==> src/rtl/fbv_pkg.sv <==
package fbv_pkg;
  typedef enum logic [1:0] {K_NONE, K_PLANE, K_PIXEL, K_MASK} kind_e;
  typedef enum logic [1:0] {S_IDLE, S_RD, S_MOD, S_DONE} state_e;
endpackage

==> src/rtl/fbv_decode.sv <==
module fbv_decode
  import fbv_pkg::*;
#(
  parameter int ADDR_W  = 22,
  parameter int VIEW_AW = 20,
  parameter int PLANES  = 8,
  parameter int BUS_W   = 16,
  parameter int NPIX    = 1036800,
  parameter int SA_W    = 20
) (
  input  logic [ADDR_W-1:0]         addr_i,
  input  logic [PLANES-1:0]         mask_i,
  output kind_e                     kind_o,
  output logic [$clog2(PLANES)-1:0] plane_o,
  output logic [SA_W-1:0]           base_o,
  output logic                      go_o
);
  localparam int PL_W   = $clog2(PLANES);
  localparam int REG_AW = VIEW_AW - PL_W;
  localparam int BYTE_W = $clog2(BUS_W / 8);
  localparam int WORD_W = REG_AW - BYTE_W;
  localparam int GRP_W  = $clog2(BUS_W);
  localparam int RG_W   = ADDR_W - VIEW_AW;

  logic [RG_W-1:0]   region;
  logic [WORD_W-1:0] word_idx;
  logic [31:0]       base_wide;
  logic              in_range;

  assign region   = addr_i[ADDR_W-1:VIEW_AW];
  assign plane_o  = addr_i[VIEW_AW-1 -: PL_W];
  assign word_idx = addr_i[REG_AW-1:BYTE_W];

  always_comb begin
    kind_o    = K_NONE;
    base_wide = '0;
    if (region == RG_W'(0)) begin
      kind_o    = K_PLANE;
      base_wide = 32'(word_idx) << GRP_W;  // word w -> first pixel 16w
    end else if (region == RG_W'(1)) begin
      kind_o    = K_PIXEL;
      base_wide = 32'(addr_i[VIEW_AW-1:0]);
    end else if (region == RG_W'(2) && addr_i[VIEW_AW-1:0] == '0) begin
      kind_o = K_MASK;
    end
  end

  assign in_range = base_wide < 32'(NPIX);
  assign base_o   = SA_W'(base_wide);
  assign go_o     = in_range &&
                    ((kind_o == K_PIXEL) || (kind_o == K_PLANE && mask_i[plane_o]));
endmodule

==> src/rtl/fbv_mask_reg.sv <==
module fbv_mask_reg #(
  parameter int PLANES = 8
) (
  input  logic              clk_i,
  input  logic              rst_ni,
  input  logic              we_i,
  input  logic [PLANES-1:0] wdata_i,
  output logic [PLANES-1:0] mask_o
);
  always_ff @(posedge clk_i or negedge rst_ni) begin
    if (!rst_ni)   mask_o <= '1;
    else if (we_i) mask_o <= wdata_i;
  end


  mask_hold_chk: assert property (@(posedge clk_i) disable iff (!rst_ni)
    !we_i |=> $stable(mask_o));
endmodule

==> src/rtl/fbv_seq.sv <==
module fbv_seq
  import fbv_pkg::*;
#(
  parameter int PLANES = 8,
  parameter int BUS_W  = 16,
  parameter int SA_W   = 20,
  parameter int PL_W   = 3
) (
  input  logic              clk_i,
  input  logic              rst_ni,
  input  logic              req_i,
  input  logic              we_i,
  input  logic [BUS_W-1:0]  wdata_i,
  input  kind_e             kind_i,
  input  logic [PL_W-1:0]   plane_i,
  input  logic [SA_W-1:0]   base_i,
  input  logic              go_i,
  input  logic [PLANES-1:0] mask_i,
  output logic              mask_we_o,
  output logic              ready_o,
  output logic [BUS_W-1:0]  rdata_o,
  output logic [SA_W-1:0]   st_addr_o,
  output logic              st_re_o,
  output logic              st_we_o,
  output logic [PLANES-1:0] st_wdata_o,
  input  logic [PLANES-1:0] st_rdata_i
);
  localparam int CNT_W = $clog2(BUS_W);
  localparam logic [CNT_W-1:0] LAST_C = CNT_W'(BUS_W - 1);

  state_e             state_q;
  kind_e              kind_q;
  logic [CNT_W-1:0]   cnt_q;
  logic [SA_W-1:0]    base_q;
  logic [PL_W-1:0]    plane_q;
  logic               we_q;
  logic [BUS_W-1:0]   wdata_q;
  logic [BUS_W-1:0]   acc_q;
  logic [CNT_W-1:0]   bit_idx;

  assign bit_idx   = LAST_C - cnt_q;  // bit 15 is leftmost pixel
  assign mask_we_o = (state_q == S_IDLE) && req_i && we_i && (kind_i == K_MASK);

  always_ff @(posedge clk_i or negedge rst_ni) begin
    if (!rst_ni) begin
      state_q <= S_IDLE;
      kind_q  <= K_NONE;
      cnt_q   <= '0;
      base_q  <= '0;
      plane_q <= '0;
      we_q    <= 1'b0;
      wdata_q <= '0;
      acc_q   <= '0;
    end else begin
      unique case (state_q)
        S_IDLE: if (req_i) begin
          kind_q  <= kind_i;
          base_q  <= base_i;
          plane_q <= plane_i;
          we_q    <= we_i;
          wdata_q <= wdata_i;
          cnt_q   <= '0;
          acc_q   <= (kind_i == K_MASK && !we_i) ? BUS_W'(mask_i) : '0;
          state_q <= go_i ? S_RD : S_DONE;
        end
        S_RD: state_q <= S_MOD;
        S_MOD: begin
          if (!we_q) begin
            if (kind_q == K_PLANE) acc_q[bit_idx] <= st_rdata_i[plane_q];
            else                   acc_q <= BUS_W'(st_rdata_i & mask_i);
          end
          if (kind_q == K_PLANE && cnt_q != LAST_C) begin
            cnt_q   <= cnt_q + 1'b1;
            state_q <= S_RD;
          end else begin
            state_q <= S_DONE;
          end
        end
        S_DONE:  state_q <= S_IDLE;
        default: state_q <= S_IDLE;
      endcase
    end
  end

  always_comb begin
    st_wdata_o = st_rdata_i;
    if (kind_q == K_PLANE) st_wdata_o[plane_q] = wdata_q[bit_idx];
    else st_wdata_o = (st_rdata_i & ~mask_i) | (wdata_q[PLANES-1:0] & mask_i);
  end

  assign st_addr_o = base_q + SA_W'(cnt_q);
  assign st_re_o   = (state_q == S_RD);
  assign st_we_o   = (state_q == S_MOD) && we_q;
  assign ready_o   = (state_q == S_DONE);
  assign rdata_o   = acc_q;


  ready_pulse_chk: assert property (@(posedge clk_i) disable iff (!rst_ni)
    ready_o |=> !ready_o);

  rmw_order_chk: assert property (@(posedge clk_i) disable iff (!rst_ni)
    st_we_o |-> ($past(st_re_o) && st_addr_o == $past(st_addr_o)));

  plane_one_bit_chk: assert property (@(posedge clk_i) disable iff (!rst_ni)
    (st_we_o && kind_q == K_PLANE) |-> ($countones(st_wdata_o ^ st_rdata_i) <= 1));

  pixel_mask_chk: assert property (@(posedge clk_i) disable iff (!rst_ni)
    (st_we_o && kind_q == K_PIXEL) |-> (((st_wdata_o ^ st_rdata_i) & ~mask_i) == '0));

  single_step_chk: assert property (@(posedge clk_i) disable iff (!rst_ni)
    (state_q != S_IDLE && kind_q != K_PLANE) |-> (cnt_q == '0));
endmodule

==> src/rtl/fb_dual_view.sv <==
module fb_dual_view
  import fbv_pkg::*;
#(
  parameter int H_PIX   = 1152,
  parameter int V_LINES = 900,
  parameter int PLANES  = 8,
  parameter int BUS_W   = 16,
  parameter int VIEW_AW = 20,
  parameter int ADDR_W  = 22,
  localparam int NPIX   = H_PIX * V_LINES,
  localparam int SA_W   = $clog2(NPIX),
  localparam int PL_W   = $clog2(PLANES)
) (
  input  logic              clk_i,
  input  logic              rst_ni,
  input  logic              req_i,
  input  logic              we_i,
  input  logic [ADDR_W-1:0] addr_i,
  input  logic [BUS_W-1:0]  wdata_i,
  output logic              ready_o,
  output logic [BUS_W-1:0]  rdata_o,
  output logic [SA_W-1:0]   st_addr_o,
  output logic              st_re_o,
  output logic              st_we_o,
  output logic [PLANES-1:0] st_wdata_o,
  input  logic [PLANES-1:0] st_rdata_i
);
  kind_e             kind;
  logic [PL_W-1:0]   plane;
  logic [SA_W-1:0]   base;
  logic              go;
  logic [PLANES-1:0] mask;
  logic              mask_we;

  fbv_decode #(
    .ADDR_W(ADDR_W), .VIEW_AW(VIEW_AW), .PLANES(PLANES),
    .BUS_W(BUS_W), .NPIX(NPIX), .SA_W(SA_W)
  ) u_dec (
    .addr_i (addr_i),
    .mask_i (mask),
    .kind_o (kind),
    .plane_o(plane),
    .base_o (base),
    .go_o   (go)
  );

  fbv_mask_reg #(.PLANES(PLANES)) u_mask (
    .clk_i  (clk_i),
    .rst_ni (rst_ni),
    .we_i   (mask_we),
    .wdata_i(wdata_i[PLANES-1:0]),
    .mask_o (mask)
  );

  fbv_seq #(
    .PLANES(PLANES), .BUS_W(BUS_W), .SA_W(SA_W), .PL_W(PL_W)
  ) u_seq (
    .clk_i     (clk_i),
    .rst_ni    (rst_ni),
    .req_i     (req_i),
    .we_i      (we_i),
    .wdata_i   (wdata_i),
    .kind_i    (kind),
    .plane_i   (plane),
    .base_i    (base),
    .go_i      (go),
    .mask_i    (mask),
    .mask_we_o (mask_we),
    .ready_o   (ready_o),
    .rdata_o   (rdata_o),
    .st_addr_o (st_addr_o),
    .st_re_o   (st_re_o),
    .st_we_o   (st_we_o),
    .st_wdata_o(st_wdata_o),
    .st_rdata_i(st_rdata_i)
  );


  store_range_chk: assert property (@(posedge clk_i) disable iff (!rst_ni)
    (st_re_o || st_we_o) |-> (32'(st_addr_o) < 32'(NPIX)));

  reset_quiet_chk: assert property (@(posedge clk_i) disable iff (!rst_ni)
    $rose(rst_ni) |-> (!ready_o && !st_re_o && !st_we_o));
endmodule

==> config.mk <==
export PLATFORM = sky130hd
export DESIGN_NAME = fb_dual_view
export DESIGN_NICKNAME = d
export VERILOG_FILES = /design/src/rtl/fbv_pkg.sv /design/src/rtl/fbv_decode.sv /design/src/rtl/fbv_mask_reg.sv /design/src/rtl/fbv_seq.sv /design/src/rtl/fb_dual_view.sv
export SDC_FILE = /design/constraint.sdc
export NUM_CORES = 1
export LEC_CHECK = 0
export BUFFER_PORTS_ARGS = -buffer_cell sky130_fd_sc_hd__buf_2
export CORE_MARGIN = 1
export CORE_UTILIZATION = 29
export CTS_CLUSTER_DIAMETER = 60
export DETAILED_ROUTE_END_ITERATION = 10
export SLEW_MARGIN = 20
export SYNTH_ARGS = -nofsm -noshare
export SYNTH_HDL_FRONTEND = slang
export SYNTH_SLANG_ARGS = --single-unit
==> constraint.sdc <==
create_clock -name clk_i -period 3.18 [get_ports clk_i]
set_clock_uncertainty 0.15 [all_clocks]
set_input_delay 0 -clock clk_i [delete_from_list [all_inputs] [get_ports clk_i]]
set_output_delay 0 -clock clk_i [all_outputs]
set_load 0.02 [all_outputs]
==> results of run 1 <==
layer usage:
| metal | share of wire [%] | track usage (%) |
|---|---|---|
| met3 | 4.8 | 2.13 |
| met2 | 47 | 27.8 |
| met4 | 2.7 | 8.21 |
| met1 | 46 | 23.8 |
| met5 | 0 | 0 |
state kept, by name (all words and copies together) (netlist names):
name and count:
u_seq.rdata_o 16, u_seq.cnt_q 4, u_seq.we_q 1, u_seq.kind_q 2, u_mask.mask_o 8, u_seq.state_q 2, u_seq.base_q 20, u_seq.plane_q 3
u_seq.wdata_q 16
final timing paths:
kind / from / endpoint / slack (ns) / depth (start not counted)
max: u_seq.cnt_q[0]$_DFFE_PN0P_ / st_addr_o[14] / 0.24 / 9
min: st_rdata_i[4] / u_seq.rdata_o[4]$_DFFE_PN0P_ / 0.002 / 5
max reg2reg: u_seq.state_q[1]$_DFFE_PN0P_ / u_seq.wdata_q[1]$_DFFE_PN0P_ / 0.92 / 5
min reg2reg: u_seq.base_q[3]$_DFFE_PN0P_ / u_seq.base_q[3]$_DFFE_PN0P_ / 0.33 / 2
max in group asynchronous: rst_ni / u_seq.rdata_o[1]$_DFFE_PN0P_ / 2.03 / 3
min in group asynchronous: rst_ni / u_seq.base_q[19]$_DFFE_PN0P_ / 0.05 / 2
area by class of cell:
type / instances / area (µm²) / share of cell area (%)
Multi-Input combinational cell: 419 / 2660 / 43.7
Sequential cell: 72 / 1810 / 29.8
Timing Repair Buffer: 153 / 1030 / 17.0
Tap cell: 216 / 270 / 4.44
Clock buffer: 15 / 258 / 4.24
Inverter: 13 / 48.8 / 0.802
Clock inverter: 1 / 5.00 / 0.0823
report_power, final:
group / switching, mW / total (mW) / leakage (nW) / internal, mW
Sequential: 0.387 / 1.63 / 0.914 / 1.24
Clock: 0.368 / 0.918 / 0.128 / 0.550
Combinational: 1.29 / 2.07 / 1.72 / 0.788
cells in the mapped netlist, types with 4 or more instances:
library cell / number
nand2_1: 121
dfrtp_1: 64
a21oi_1: 29
o21ai_0: 27
mux2i_1: 23
o31ai_1: 22
nor2_1: 20
nand3_1: 17
clkbuf_1: 15
xnor2_1: 14
inv_1: 13
nor2b_1: 12
mux2_2: 9
a211oi_1: 8
a31oi_1: 8
buf_2: 8
dfstp_2: 8
ha_1: 8
and3_1: 7
nand4_1: 7
o22ai_1: 7
nand2b_1: 6
clkbuf_8: 5
o211ai_1: 5
o31a_1: 5
a21bo_2: 4
a32oi_1: 4
and2_1: 4
and4_1: 4
xor2_1: 4
repair_timing:
action                    in CTS  in global routing
hold endpoints to repair      79                  0
gates resized for setup        0                  0
buffers inserted               0                  0
hold buffers                  50                  0
per-stage QoR:
step	power [mW]	cells	area [µm²]	utilization, %	hold WS [ns]
after floorplan	3.06	540	4740	-	-0.446
after global placement	3.64	823	5320	33.4	-0.131
after detailed placement	3.64	823	5320	33.4	-0.127
after CTS	4.63	889	6080	38.2	0.00286
after global routing	4.96	889	6080	38.2	0.0532
final	4.62	889	6080	38.2	0.00218
cell families (layout without fill, tap and decap cells):
| group | count (synthesis) | count (layout) | synth area share (%) |
|---|---|---|---|
| xor gates and xnor gates | 18 | 18 | 3.33 |
| and+or+nand+nor | 214 | 214 | 21.0 |
| buffers and inverters | 49 | 182 | 5.73 |
| AOI/OAI and AO/OA | 143 | 143 | 20.9 |
| muxes | 35 | 35 | 8.19 |
| DFF | 72 | 72 | 38.2 |
| adders and majority gates | 9 | 9 | 2.54 |
tightest hold or removal path: stages:
cell	delay (ns)
buf_2	0.13
nand3_1	0.09
nor2_1	0.10
a21oi_1	0.05
o211ai_1	0.08
==> results.yml, run 1 <==
outcome:
  status: "finished clean"
worst_setup_path:
  cp.buffers_inverters: 2
  path_max_fanout: 12
  critPathMaxStageDelay_ns: 0.55
  crit_path_end_kind: "output port"
  crit_chain: "ha_1 > inv_1 > fa_1 > nor2b_1 > o31a_1 > and2_1 > nand4_1 > xnor2_1 > buf_2"
  crit_type: "flip-flop to output port"
  path_delay_family: "adder cells"
  arrival_ns: 2.79
  critPathRequiredTime_ns: 3.03
  crit_path_start_kind: "flip-flop"
  crit_slowest_cell: "dfrtp_1"
power:
  p_leak_nw: 2.76
  p_per_area_mw_per_mm2: 760
  ir_drop_v: 0.000288
final_layout:
  final_common_cell: "nand2_1"
  antenna_cells: 0
  fill_cells: 1655
  fin_nets: 727
  most-common-layout-cells: "nand2_1, buf_2, dfrtp_1"
  area_growth_pct: 28.4
  drive_above_1_share_pct: 22.3
sta:
  final_max_slew_viol_count: 0
  fin_crit_ns: 2.94
  period_share_pct: 92.4
  tightest_slew_ns: 0.697
  hold_viol: 0
  setup_tns_ns: 0
  grt_setup_unrepaired: "no"
  fmax_mhz: 340
  setup_viol: 0
  setup_ws_ns: 0.241
  slew-limit-headroom_pct: 53.4
logic_synthesis:
  yosys_warnings: 0
  syn_area_mm2: 0.00474
  async_reset_ff_share_pct: 100
  yosys.area.top_type: "dfrtp_1"
  syn_avg_cell_area_um2: 8.77
  synth_edf_count: 0
  yosysUniqueCellTypes: 66
  synth_top_cell_area_share_pct: 33.8
  ys_ff_latch: 72
  synthesis.nets: 599
  ys_seq_area_share_pct: 38.2
  syn_inst: 540
  ys.flop_type: "dfrtp_1"
  netlist_top_cells_area: "dfrtp_1, nand2_1, mux2i_1, dfstp_2, o31ai_1"
grt:
  grt_pass1_wl_um: 23100
  gr-usage-all-layers_pct: 17.5
  grt_overflow: 0
  grt_max_degree: 55
  antenna_found_initial: 0
  grt_pass1_vias: 4374
floorplan:
  fp.dieH_um: 130
  io_pins: 97
  rows: 46
  dieArea_mm2: 0.0168
  start_util_pct: 29.7
  core_mm2: 0.0159
  die_w_um: 130
run:
  maxCapViolations: 0
routing:
  drt-total-wl_um: 14200
  drtAntennaViolNets: 0
  drtPass1Iterations: 5
  drc_errors: 0
  drtIter0Drc: 426
  num_vias: 4468
  avgRoutedWirePerCell_um: 16.0
  via_per_inst: 5.03
clocking:
  clock_latency_ns: 0.33
  htree_levels: 3
  clk_pin_slew_ns: 0.06
  cts_inserted_buffers: 9
  cts_tree: "built"
  cts-root-buf: "clkbuf_16"
  clock_sinks: 72
  cts_buffer_depth: 2
placed_design:
  dpl_worst_slack_ns: 0.688
  portBuffers: 96
  finalWeightedCongestion: 0.836
  dp_hpwl_um: 10300
min_path:
  hold_class: "input pin to flip-flop"
Power figures use the tool's default switching activity.
==> inputs of run 2 (changes only) <==
--- a/config.mk
+++ b/config.mk
@@ -10,6 +10,7 @@
 export CORE_UTILIZATION = 29
 export CTS_CLUSTER_DIAMETER = 60
 export DETAILED_ROUTE_END_ITERATION = 10
+export PLACE_DENSITY = 0.51
 export SLEW_MARGIN = 20
 export SYNTH_ARGS = -nofsm -noshare
 export SYNTH_HDL_FRONTEND = slang
==> run 2 against run 1 <==
Compared with the run above:
- register-to-register slack gained 0.08 ns
- flip-flop and latch count is the same
- critical path type unchanged
- final cell count shrank 0.45%
- die area is the same
==> results.yml, run 2 (synthesis gave the netlist of run 1 again) <==
worst_setup_path:
  arrival_ns: 2.86
  crit_path_end_kind: "output port"
  critPathRequiredTime_ns: 3.03
  worstReg2RegEnd: "u_seq.rdata_o[13]$_DFFE_PN0P_"
  reg2reg_slack_ns: 1.00
  rr_startpoint: "u_seq.plane_q[2]$_DFFE_PN0P_"
  crit_path_start_kind: "flip-flop"
  crit_type: "flip-flop to output port"
  path_max_fanout: 12
  r2r_cells: 5
final_layout:
  largest_reg_flops: 20
  fin_nets: 723
  antenna_cells: 0
  final_common_cell: "nand2_1"
  most-common-layout-cells: "nand2_1, buf_2, dfrtp_1"
  area_growth_pct: 28.1
  regMostFlops: "u_seq.base_q"
  design_area_mm2: 0.00607
  drive_above_1_share_pct: 22.9
sta:
  setup_tns_ns: 0
  hold_viol: 0
  period_share_pct: 94.5
  fmax_mhz: 333
  slew-limit-headroom_pct: 36.5
  setup_viol: 0
  fin_crit_ns: 3.01
  tightest_slew_ns: 0.952
  hold_ws_ns: 0.00607
  final_max_slew_viol_count: 0
  grt_setup_unrepaired: "no"
clocking:
  clock_sinks: 72
  cts_inserted_buffers: 9
  htree_levels: 3
  clock_latency_ns: 0.34
  cts_setup_buffers: 0
  cts-root-buf: "clkbuf_16"
  cts_tree: "built"
  clk_pin_slew_ns: 0.06
  cts_buffer_depth: 2
placed_design:
  portBuffers: 96
  finalWeightedCongestion: 0.874
  dp_hpwl_um: 10300
  place_area_mm2: 0.00531
routing:
  drc_errors: 0
  drtIter0Drc: 366
  avgRoutedWirePerCell_um: 16.4
  drtAntennaViolNets: 0
  num_vias: 4498
  via_per_inst: 5.08
  drt-total-wl_um: 14500
  drtPass1Iterations: 5
power:
  p_per_area_mw_per_mm2: 769
  ir_drop_v: 0.000342
  p_clk_share_pct: 20.6
  switchingPower_mw: 2.07
  power_frac_seq_pct: 34.4
  p_total_mw: 4.67
  intPower_mw: 2.59
  p_sw_share_pct: 44.4
  p_leak_nw: 2.76
  pwr-share-comb_pct: 45.0
floorplan:
  start_util_pct: 29.7
  rows: 46
  die_w_um: 130
  dieArea_mm2: 0.0168
  fp.dieH_um: 130
  io_pins: 97
  core_mm2: 0.0159
grt:
  grt_pass1_vias: 4333
  grt_overflow: 0
  grt_pass1_wl_um: 23300
  antenna_found_initial: 0
  gr-usage-all-layers_pct: 17.9
  grt_max_degree: 73
min_path:
  min_to: "u_seq.base_q[10]$_DFFE_PN0P_"
  hold_path_depth: 2
  hp-start: "addr_i[21]"
  hold_class: "input pin to flip-flop"
outcome:
  status: "finished clean"
run:
  maxCapViolations: 0
-- run 2: cell types whose count changed in the layout (fill, tap and decap cells not counted), sizes merged --
cell,change
buf,-1
clkbuf,-3
clkinv,+2
dlygate4sd3,-3
inv,+1
-- run 2: routing by layer --
layer / up-vias / global-route usage (%) / share of wire [%]
li1: 2192 / - / -
met4: 0 / 8.21 / 2.7
met3: 28 / 2.71 / 4.3
met1: 2140 / 23.4 / 45
met5: - / 0 / 0
met2: 138 / 29.3 / 48
-- run 2: per-stage QoR --
stage | setup WS, ns | util (%) | instances
final | 0.174 | 38.1 | 885
after global routing | 0.0400 | 38.1 | 885
after CTS | 0.309 | 38.1 | 885
after detailed placement | 0.676 | 33.3 | 822
after global placement | 0.717 | 33.3 | 822
after floorplan | 0.903 | - | 540
-- run 2: area by class of cell --
cell class,count,area (µm²)
fillers,1668,9880
multi-input cells,419,2660
well taps,216,270
inverters,13,48.8
flip-flops and latches,72,1810
clock buffers,12,256
repair buffers,149,996
clock inverters,4,27.5
-- run 2: worst max path at each step --
stage,to,slack (ns),startpoint,depth (start not counted)
final,st_addr_o[14],0.17,u_seq.cnt_q[0]$_DFFE_PN0P_,9
after global routing,st_addr_o[14],0.04,u_seq.cnt_q[0]$_DFFE_PN0P_,9
after CTS,st_addr_o[16],0.31,u_seq.cnt_q[0]$_DFFE_PN0P_,9
after detailed placement,st_addr_o[14],0.68,u_seq.cnt_q[0]$_DFFE_PN0P_,9
after global placement,st_addr_o[14],0.72,u_seq.cnt_q[0]$_DFFE_PN0P_,9
after floorplan,st_addr_o[14],0.90,u_seq.cnt_q[1]$_DFFE_PN0P_,8
-- run 2: power groups by stage --
| stage | combinational [mW] | clock (mW) | sequential [mW] |
|---|---|---|---|
| 6_report | 2.10 | 0.963 | 1.60 |
| 5_1_grt | 2.34 | 1.02 | 1.66 |
| 3_3_place_gp | 2.03 | 0 | 1.61 |
| 4_1_cts | 2.10 | 0.993 | 1.60 |
| 3_5_place_dp | 2.05 | 0 | 1.62 |
| 2_1_floorplan | 1.53 | 0 | 1.53 |
-- run 2: repair_timing --
| action | in CTS | in global routing |
|---|---|---|
| hold endpoints to repair | 120 | 0 |
| hold buffers | 47 | 0 |
| resized for setup | 0 | 0 |
| setup endpoints to repair | 0 | 0 |
-- run 2: critical path, cell delays in order, from the launching register on --
cell and delay (ns):
dfrtp_1 0.54, ha_1 0.24, inv_1 0.05, fa_1 0.40, nor2b_1 0.18, o31a_1 0.26, and2_1 0.26, nand4_1 0.15
xnor2_1 0.22, buf_2 0.22
==> inputs of run 3 (changes only) <==
--- a/config.mk
+++ b/config.mk
@@ -8,10 +8,11 @@
 export BUFFER_PORTS_ARGS = -buffer_cell sky130_fd_sc_hd__buf_2
 export CORE_MARGIN = 1
 export CORE_UTILIZATION = 29
-export CTS_CLUSTER_DIAMETER = 60
+export CTS_CLUSTER_DIAMETER = 40
 export DETAILED_ROUTE_END_ITERATION = 10
 export PLACE_DENSITY = 0.51
 export SLEW_MARGIN = 20
 export SYNTH_ARGS = -nofsm -noshare
 export SYNTH_HDL_FRONTEND = slang
+export SYNTH_HIERARCHICAL = 1
 export SYNTH_SLANG_ARGS = --single-unit
==> run 3 against run 2 <==
Compared with the run above:
- the run now ends with negative hold slack left
- critical path type unchanged
- sequential power grew 6%
- setup slack gained 0.098 ns
- die area grew 1.5%
- worst hold slack lost 0.010 ns
==> results.yml, run 3 <==
outcome:
  status: "finished, violations left"
  violations: "negative hold slack"
placed_design:
  portBuffers: 96
  dp_hpwl_um: 10400
  finalWeightedCongestion: 0.827
clocking:
  cts_buffer_depth: 2
  cts_setup_buffers: 0
  cts-root-buf: "clkbuf_16"
  clock_sinks: 72
  cts_tree: "built"
  htree_levels: 3
  clk_pin_slew_ns: 0.05
  clock_latency_ns: 0.33
  cts_inserted_buffers: 9
worst_setup_path:
  crit_chain: "ha_1 > inv_1 > fa_1 > inv_1 > a21o_1 > a21oi_1 > nor3b_1 > xor2_1 > buf_2"
  path_delay_family: "compound AO/OA/AOI/OAI gates"
  cp.buffers_inverters: 3
  reg2reg_slack_ns: 0.79
  critPathRequiredTime_ns: 3.03
  crit_path_start_kind: "flip-flop"
  arrival_ns: 2.76
  crit_top_cell: "inv_1"
  crit_type: "flip-flop to output port"
  rr_startpoint: "u_seq/cnt_q[0]$_DFFE_PN0P_"
  worstReg2RegEnd: "u_seq/cnt_q[0]$_DFFE_PN0P_"
  crit_path_end_kind: "output port"
  crit_slowest_cell: "a21oi_1"
  path_max_fanout: 9
  cp.depth: 9
  r2r_cells: 5
  critPathMaxStageDelay_ns: 0.59
routing:
  drtPass1Iterations: 5
  drc_errors: 0
  avgRoutedWirePerCell_um: 17.2
  drtAntennaViolNets: 0
  via_per_inst: 5.15
  drt-total-wl_um: 14200
  num_vias: 4240
  drtIter0Drc: 274
sta:
  setup_tns_ns: 0
  fin_crit_ns: 2.91
  hold_viol: 8
  tightest_slew_ns: 0.728
  final_max_slew_viol_count: 0
  slew-limit-headroom_pct: 51.4
  period_share_pct: 91.4
  fmax_mhz: 344
  setup_viol: 0
  hold_ws_ns: -0.00437
  grt_setup_unrepaired: "no"
logic_synthesis:
  yosys.area.top_type: "dfrtp_1"
  synthesis.nets: 534
  ys.flop_type: "dfrtp_1"
  synth_top_cell_area_share_pct: 33.3
  ys_ff_latch: 72
  syn_avg_cell_area_um2: 10.1
  yosys_warnings: 6
  syn_area_mm2: 0.00481
  async_reset_ff_share_pct: 100
  syn_inst: 475
  synth.most_common_cell: "dfrtp_1"
  netlist_top_cells_area: "dfrtp_1, mux2_2, mux2i_1, dfstp_2, nand2_1"
  ys_seq_area_share_pct: 37.7
  synth_common_cells: "dfrtp_1, mux2_2, nand2_1"
  synth_edf_count: 0
  yosysUniqueCellTypes: 65
power:
  p_leak_nw: 2.79
  p_per_area_mw_per_mm2: 768
  ir_drop_v: 0.000302
  p_total_mw: 4.76
grt:
  grt_max_degree: 47
  gr-usage-all-layers_pct: 17.1
  grt_pass1_vias: 4051
  antenna_found_initial: 0
  grt_pass1_wl_um: 22200
  grt_overflow: 0
run:
  maxCapViolations: 0
final_layout:
  final_common_cell: "buf_2"
  drive_above_1_share_pct: 31.6
  most-common-layout-cells: "buf_2, dfrtp_1, dlygate4sd3_1"
  area_growth_pct: 28.9
  antenna_cells: 0
  fin_nets: 664
  regMostFlops: "u_seq/base_q"
  largest_reg_flops: 20
floorplan:
  io_pins: 97
  fp.dieH_um: 131
  start_util_pct: 29.9
  core_mm2: 0.0161
  rows: 46
  dieArea_mm2: 0.0171
  die_w_um: 131
min_path:
  hold_class: "input pin to async pin"
[run 3: per-layer routing]
metal  GRT usage (%)  part of all wire, %
met1            22.8                   44
met2            27.5                   48
met3            2.93                  5.1
met4            6.69                  2.2
met5               0                    0
[run 3: worst reg2reg max path, stage by stage, from the launching register on]
cell	delay [ns]
dfrtp_1	0.53
ha_1	0.42
and3_1	0.27
o21ai_0	0.47
nand2_1	0.14
mux2_2	0.29
[run 3: cells by family after synthesis]
logic type	after synthesis	synth area share, %
compound gates	111	16.1
xor+xnor	20	3.64
fa+ha+maj	9	2.50
buf+inv	46	4.53
flops	72	37.7
mux	80	20.2
simple gates	137	15.3
[run 3: per-stage QoR]
| stage | util [%] | cells | setup WS (ns) | instance area (µm²) |
|---|---|---|---|---|
| after floorplan | - | 475 | 1.04 | 4810 |
| after global placement | 33.9 | 760 | 0.706 | 5440 |
| after detailed placement | 33.9 | 760 | 0.621 | 5440 |
| after CTS | 38.6 | 824 | 0.253 | 6200 |
| after global routing | 38.6 | 824 | 0.0136 | 6200 |
| final | 38.6 | 824 | 0.272 | 6200 |
[run 3: how the worst max path moves through the flow]
stage | from | end | slack [ns]
after floorplan | u_seq/cnt_q[1]$_DFFE_PN0P_ | st_addr_o[14] | 1.04
after global placement | u_seq/cnt_q[0]$_DFFE_PN0P_ | st_addr_o[10] | 0.71
after detailed placement | u_seq/cnt_q[0]$_DFFE_PN0P_ | st_addr_o[14] | 0.62
after CTS | u_seq/cnt_q[0]$_DFFE_PN0P_ | st_addr_o[14] | 0.25
after global routing | u_seq/cnt_q[0]$_DFFE_PN0P_ | st_addr_o[14] | 0.01
final | u_seq/cnt_q[0]$_DFFE_PN0P_ | st_addr_o[14] | 0.27
[run 3: final cells by class]
class	instances	area, µm²
clock buffers	13	250
clock inverters	1	5.00
fillers	1603	9860
inverters	13	48.8
multi-input cells	357	2790
flip-flops and latches	72	1810
well taps	216	270
repair buffers	152	1030
[run 3: where the power goes]
part	total, mW	internal (mW)	switching (mW)
logic	2.16	0.947	1.22
registers	1.70	1.27	0.434
clock network	0.894	0.540	0.355
total	4.76	2.76	2.00
[run 3: timing repair]
action / 4_1_cts / 5_1_grt
endpoints found under the hold margin: 119 / 0
hold buffers: 50 / 0
resized for setup: 0 / 0
